===== src/rtl/tis_pkg.sv =====
package tis_pkg;
  localparam int NUM_SRC  = 3;
  localparam int DATA_W   = 8;
  localparam int FLAG_LSB = 0;
  localparam int EN_LSB   = 4;
  typedef logic [NUM_SRC-1:0] src_vec_t;
endpackage


===== src/rtl/tis_flag_cell.sv =====
module tis_flag_cell (
  input  logic clk_i,
  input  logic rst_ni,
  input  logic set_i,
  input  logic wr_i,
  input  logic wbit_i,
  output logic flag_o
);
  logic flag_q;

  // event has priority over a clearing write
  always_ff @(posedge clk_i or negedge rst_ni) begin
    if (!rst_ni)              flag_q <= 1'b0;
    else if (set_i)           flag_q <= 1'b1;
    else if (wr_i && !wbit_i) flag_q <= 1'b0;
  end

  assign flag_o = flag_q;
endmodule


===== src/rtl/tis_enable_reg.sv =====
module tis_enable_reg #(
  parameter int W = 3
) (
  input  logic         clk_i,
  input  logic         rst_ni,
  input  logic         wr_i,
  input  logic [W-1:0] wdata_i,
  output logic [W-1:0] en_o
);
  logic [W-1:0] en_q;

  always_ff @(posedge clk_i or negedge rst_ni) begin
    if (!rst_ni)   en_q <= '0;
    else if (wr_i) en_q <= wdata_i;
  end

  assign en_o = en_q;
endmodule


===== src/rtl/tis_read_mux.sv =====
module tis_read_mux #(
  parameter int N        = 3,
  parameter int DW       = 8,
  parameter int FLAG_LSB = 0,
  parameter int EN_LSB   = 4
) (
  input  logic          rd_i,
  input  logic          rmw_i,
  input  logic [N-1:0]  flag_i,
  input  logic [N-1:0]  en_i,
  output logic [DW-1:0] rdata_o
);
  logic [DW-1:0] word;

  for (genvar b = 0; b < DW; b++) begin : g_bit
    if (b >= FLAG_LSB && b < FLAG_LSB + N) begin : g_flag
      // read-modify-write returns 1 so write-back never clears a cause
      assign word[b] = rmw_i | flag_i[b-FLAG_LSB];
    end else if (b >= EN_LSB && b < EN_LSB + N) begin : g_en
      assign word[b] = en_i[b-EN_LSB];
    end else begin : g_rsv
      assign word[b] = 1'b0;
    end
  end

  assign rdata_o = rd_i ? word : '0;
endmodule


===== src/rtl/tis_irq_merge.sv =====
module tis_irq_merge #(
  parameter int N = 3
) (
  input  logic         clk_i,
  input  logic         rst_ni,
  input  logic [N-1:0] flag_i,
  input  logic [N-1:0] en_i,
  output logic         irq_o
);
  logic irq_q;

  always_ff @(posedge clk_i or negedge rst_ni) begin
    if (!rst_ni) irq_q <= 1'b0;
    else         irq_q <= |(flag_i & en_i);
  end

  assign irq_o = irq_q;
endmodule


===== src/rtl/tis_status.sv =====
module tis_status
  import tis_pkg::*;
(
  input  logic              clk_i,
  input  logic              rst_ni,
  input  logic [NUM_SRC-1:0] evt_i,
  input  logic              wr_i,
  input  logic [DATA_W-1:0] wdata_i,
  input  logic              rd_i,
  input  logic              rmw_i,
  output logic [DATA_W-1:0] rdata_o,
  output logic              irq_o
);
  src_vec_t flag_q;
  src_vec_t en_q;

  for (genvar i = 0; i < NUM_SRC; i++) begin : g_src
    tis_flag_cell u_flag (
      .clk_i  (clk_i),
      .rst_ni (rst_ni),
      .set_i  (evt_i[i]),
      .wr_i   (wr_i),
      .wbit_i (wdata_i[FLAG_LSB+i]),
      .flag_o (flag_q[i])
    );
  end

  tis_enable_reg #(.W(NUM_SRC)) u_en (
    .clk_i   (clk_i),
    .rst_ni  (rst_ni),
    .wr_i    (wr_i),
    .wdata_i (wdata_i[EN_LSB +: NUM_SRC]),
    .en_o    (en_q)
  );

  tis_read_mux #(
    .N(NUM_SRC), .DW(DATA_W), .FLAG_LSB(FLAG_LSB), .EN_LSB(EN_LSB)
  ) u_rd (
    .rd_i    (rd_i),
    .rmw_i   (rmw_i),
    .flag_i  (flag_q),
    .en_i    (en_q),
    .rdata_o (rdata_o)
  );

  tis_irq_merge #(.N(NUM_SRC)) u_irq (
    .clk_i  (clk_i),
    .rst_ni (rst_ni),
    .flag_i (flag_q),
    .en_i   (en_q),
    .irq_o  (irq_o)
  );
endmodule


===== config.mk =====
export PLATFORM = sky130hd
export DESIGN_NAME = tis_status
export DESIGN_NICKNAME = d
export VERILOG_FILES = /design/src/rtl/tis_pkg.sv /design/src/rtl/tis_flag_cell.sv /design/src/rtl/tis_enable_reg.sv /design/src/rtl/tis_read_mux.sv /design/src/rtl/tis_irq_merge.sv /design/src/rtl/tis_status.sv
export SDC_FILE = /design/constraint.sdc
export NUM_CORES = 1
export LEC_CHECK = 0
export ABC_AREA = 1
export BUFFER_PORTS_ARGS = -buffer_cell sky130_fd_sc_hd__buf_2
export CAP_MARGIN = 20
export CORE_AREA = 2 2 39 41
export CTS_CLUSTER_DIAMETER = 80
export CTS_CLUSTER_SIZE = 40
export DETAILED_ROUTE_END_ITERATION = 8
export DIE_AREA = 0 0 41 43
export GPL_ROUTABILITY_DRIVEN = 0
export GPL_TIMING_DRIVEN = 0
export SYNTH_ARGS = -nofsm -noshare
export SYNTH_HDL_FRONTEND = slang
export SYNTH_SLANG_ARGS = --single-unit

===== constraint.sdc =====
create_clock -name clk_i -period 0.95 [get_ports clk_i]
set_input_delay 0.2375 -clock clk_i [delete_from_list [all_inputs] [get_ports clk_i]]
set_output_delay 0.2375 -clock clk_i [all_outputs]
set_load 0.02 [all_outputs]

After elaboration in Yosys (flattened, before gate mapping)
Index checks and enable logic that the tools add are counted.
{"block": "classes", "mux": 7, "bitwise_logic": 4, "reduce_logical": 10}
{"op": "two-way mux 7 bit", "n": 1}
{"op": "two-way mux 1 bit", "n": 6}
{"op": "nonzero test 2 bit", "n": 3}
{"op": "AND 3 bit", "n": 1}
{"op": "logical AND 1 bit", "n": 3}
{"op": "zero test 1 bit", "n": 3}
{"op": "bitwise OR 1 bit", "n": 3}
{"op": "OR reduction 3 bit", "n": 1}
{"block": "totals", "reg_bits": 7, "inputBits": 16, "wordCells": 26}

Depth between registers and ports, before layout
{"block": "logic_depth", "ltp_word": 4, "mapped_depth": 4}

Cells and area by module
Synthesis repeated with hierarchy kept, for this count alone.
{"block": "unflattened", "hier_cells": 52, "area_unflattened_um2": 352.8}
{"module": "tis_flag_cell", "instances": 3, "cells_each": 6, "area_per_inst_um2": 43.8, "seq_area_each_um2": 25.0}
{"module": "tis_enable_reg", "instances": 1, "cells_each": 13, "area_per_inst_um2": 112.6, "seq_area_each_um2": 75.1}
{"module": "tis_read_mux", "instances": 1, "cells_each": 16, "area_per_inst_um2": 67.6, "seq_area_each_um2": 0.0}
{"module": "tis_irq_merge", "instances": 1, "cells_each": 5, "area_per_inst_um2": 41.3, "seq_area_each_um2": 25.0}

Worst setup path before layout
Ideal clock, no wire load.
{"block": "synth_timing", "kind": "reg-to-output", "start": "reg g_src[0].u_flag.flag_q", "end": "out rdata_o[0]", "arrival_ps": 665, "t_required_ps": 712, "setup_slack_ps": 47, "stages_incl_launch_ff": 3, "path_cell_list": "dfrtp_1 -> nor2_1 -> nor2_1"}
{"block": "synth_between", "elab_chain_len": 2}
{"element": "start, declared", "line_no": "tis_flag_cell.sv:9", "rtl": "logic flag_q;"}
{"element": "start signal, assigned", "line_no": "tis_flag_cell.sv:13", "rtl": "if (!rst_ni) flag_q <= 1'b0;"}
{"element": "start signal, assigned", "line_no": "tis_flag_cell.sv:14", "rtl": "else if (set_i) flag_q <= 1'b1;"}
{"element": "start signal, assigned", "line_no": "tis_flag_cell.sv:15", "rtl": "else if (wr_i && !wbit_i) flag_q <= 1'b0;"}
{"element": "bitwise OR 1 bit", "line_no": "tis_read_mux.sv:18", "rtl": "assign word[b] = rmw_i | flag_i[b-FLAG_LSB];"}
{"element": "two-way mux 7 bit", "line_no": "tis_read_mux.sv:26", "rtl": "assign rdata_o = rd_i ? word : '0;"}
{"element": "end, declared", "line_no": "tis_status.sv:11", "rtl": "output logic [DATA_W-1:0] rdata_o,"}
No other way between the ends.

Worst setup path in the final report
{"block": "layout_timing", "start": "reg g_src[2].u_flag.flag_q", "end": "out rdata_o[2]"}
{"block": "layout_between", "elab_chain_len": 2}
{"element": "start, declared", "line_no": "tis_flag_cell.sv:9"}
{"element": "start signal, assigned", "line_no": "tis_flag_cell.sv:13"}
{"element": "start signal, assigned", "line_no": "tis_flag_cell.sv:14"}
{"element": "start signal, assigned", "line_no": "tis_flag_cell.sv:15"}
{"element": "bitwise OR 1 bit", "line_no": "tis_read_mux.sv:18"}
{"element": "two-way mux 7 bit", "line_no": "tis_read_mux.sv:26"}
No other way between the ends.

==> results_dict.tcl <==
set metrics [dict create \
    routed_via_density 3.842 \
    post-route-drc-count 0 \
    clock_latency_ps 250 \
    drive_gt1_share_pct 41.18 \
    cap_violations 0 \
    initial_utilization_pct 26.31 \
    whs_ps 171.8 \
    synth_area_um2 364.1 \
    crit_path_start_kind "flip-flop" \
    grtUsageMet1_pct 12.87 \
    hold_viol_final 0 \
    slew_viol_final 0 \
    grt_pass1_vias 325 \
    post-route-period-util_pct 121.6 \
    grt_use_total_pct 10.93 \
    fp.dieW_um 41 \
    cts_tree "done" \
    drt_first_pass_iters 2 \
    grt_busiest_layer "met2" \
    first_iter_violations 2 \
    grt_pass1_wl_um 1242 \
    overflow 0 \
    period_minus_slack_ps 1156 \
    cts-root-buf "clkbuf_4" \
    fmax_mhz 865.4 \
    cts_sinks 7 \
    routed_wl_um 780 \
    ys_warn_count 0 \
    crit_fanout 2 \
    synth.avg_cell_area_um2 7.002 \
    skew_ps 6.418 \
    status "finished, violations left" \
    hpwl_um 568 \
    rrSetupSlack_ps 80 \
    p_leak_uw 0.0003818 \
    core-area_mm2 0.001384 \
    synth-seq-cells 7 \
    critPathMaxStageDelay_ps 390 \
    rsz0062_at_grt "true" \
    crit_slowest_cell "dfrtp_1" \
    crit_chain "nor2_1, nor2_1, buf_4" \
    fin_nets 102 \
    peakVddDrop_mv 0.7623 \
    avgRoutedWirePerCell_um 7.723 \
    cts-buffers-inserted 3 \
    cts_buffer_depth 2 \
    worstPathRequired_ps 710 \
    power_density_mw_per_mm2 1353 \
    antenna_found_initial 0 \
    rows 14 \
    met2_usage_pct 15.00 \
    die_area_mm2 0.001763 \
    ant_nets 0 \
    die_h_um 43 \
    violations "setup timing" \
    io_buffers 19 \
    placement.cell_area_um2 483.0 \
    grt_max_degree 10 \
    arrival_ps 920 \
    ys_types 10 \
    fin_area_um2 614.3 \
    areaGrowthSynthToFinish_pct 68.73 \
    grtUsageMet3_pct 6.283 \
    num_vias 388 \
    hp-class "in -> reg" \
    clkTransAtPathRegs_ps 50 \
    yosysSeqAreaShare_pct 48.11 \
    finalSetupViolCount 7 \
    num_antenna_cells 0 \
    end_kind "output pin" \
    cpMostUsedCell "nor2_1" \
    num_io_pins 25 \
    worstSetupPathType "reg -> out" \
    htree_levels 1 \
    syn_inst 52 \
    setup_ws_ps -205.6 \
    power.total_uw 831.2 \
]
-- worst max-delay path: cells and delay by family (launching register included) --
family / cells / cell delay (ps)
flip-flops: 1 / 390
AND/OR/NAND/NOR: 2 / 130
buffers and inverters: 1 / 150
-- cell families after synthesis --
group	after synthesis	synth area share (%)
flops	7	48.11
simple gates	25	26.11
compound gates	3	4.123
other cells	1	1.030
buf+inv	16	20.62
-- per-layer routing --
| layer | vias to the layer above | share of wire [%] | wire length (um) |
|---|---|---|---|
| met5 | - | 0 | 0 |
| met4 | 0 | 1.5 | 12 |
| met3 | 2 | 6.2 | 48 |
| met2 | 14 | 50 | 388 |
| met1 | 165 | 42 | 330 |
| li1 | 207 | - | - |
-- final cells by class --
type / count / area, um2
Buffer: 3 / 26.28
Inverter: 13 / 48.80
Multi-Input combinational cell: 30 / 120.1
Sequential cell: 7 / 175.2
Clock buffer: 4 / 26.28
Tap cell: 16 / 20.02
Timing Repair Buffer: 28 / 197.7
Fill cell: 155 / 769.5
-- where the power goes --
part,internal (uW),switching (uW),total (uW)
combinational,121,108,229
clock,160,104,264
sequential,324,13.4,338
-- placed cells by master (no fill, tap or decap) --
master	instances
nand3_1	1
nor2_2	1
inv_1	12
buf_4	13
nand2_1	18
buf_2	12
conb_1	2
nor2_1	5
inv_2	1
buf_6	5
dfrtp_1	7
dlygate4sd3_1	1
clkbuf_4	3
o21ai_1	3
clkbuf_1	1
-- synthesized netlist by cell type --
master,number,area [um2]
conb_1,1,3.750
o21ai_1,3,15.01
buf_6,1,11.26
inv_1,12,45.04
nor2_1,6,22.52
dfrtp_1,7,175.2
nand3_1,1,5.000
buf_4,2,15.01
nand2_1,18,67.56
inv_2,1,3.750
-- per-stage QoR --
step	instances	setup TNS, ps	worst slack, ps	util, %
final	101	-1026	-205.6	44.39
after global routing	101	-1374	-256.5	44.39
after detailed placement	88	0	29.83	34.90
after CTS	99	-1055	-205.5	42.95
after floorplan	53	0	47.08	-
after global placement	88	0	39.27	34.90
-- path summary, 6_finish.rpt --
check                                          to              startpoint  cells past startpoint
max                                    rdata_o[2]  g_src[2].u_flag.flag_o                      3
min                        g_src[2].u_flag.flag_o                evt_i[2]                      3
max reg2reg                           u_irq.irq_o  g_src[2].u_flag.flag_o                      4
min reg2reg                g_src[1].u_flag.flag_o  g_src[1].u_flag.flag_o                      3
max in group asynchronous  g_src[1].u_flag.flag_o                  rst_ni                      2
min in group asynchronous  g_src[2].u_flag.flag_o                  rst_ni                      2
-- registers in the layout, indices dropped and copies added (netlist names) --
| signal | cells |
|---|---|
| u_irq.irq_o | 1 |
| g_src.u_flag.flag_o | 3 |
| u_en.en_o | 3 |
-- what timing repair did --
| item | 4_1_cts | 5_1_grt |
|---|---|---|
| gates resized for setup | 10 | 2 |
| buffers inserted | 6 | 2 |
| hold buffers | 1 | 0 |
| endpoints found under the setup margin | 7 | 7 |
| endpoints found under the hold margin | 7 | 0 |
| pin swaps | 6 | 4 |
No activity file was read; power rests on OpenSTA's default activity.
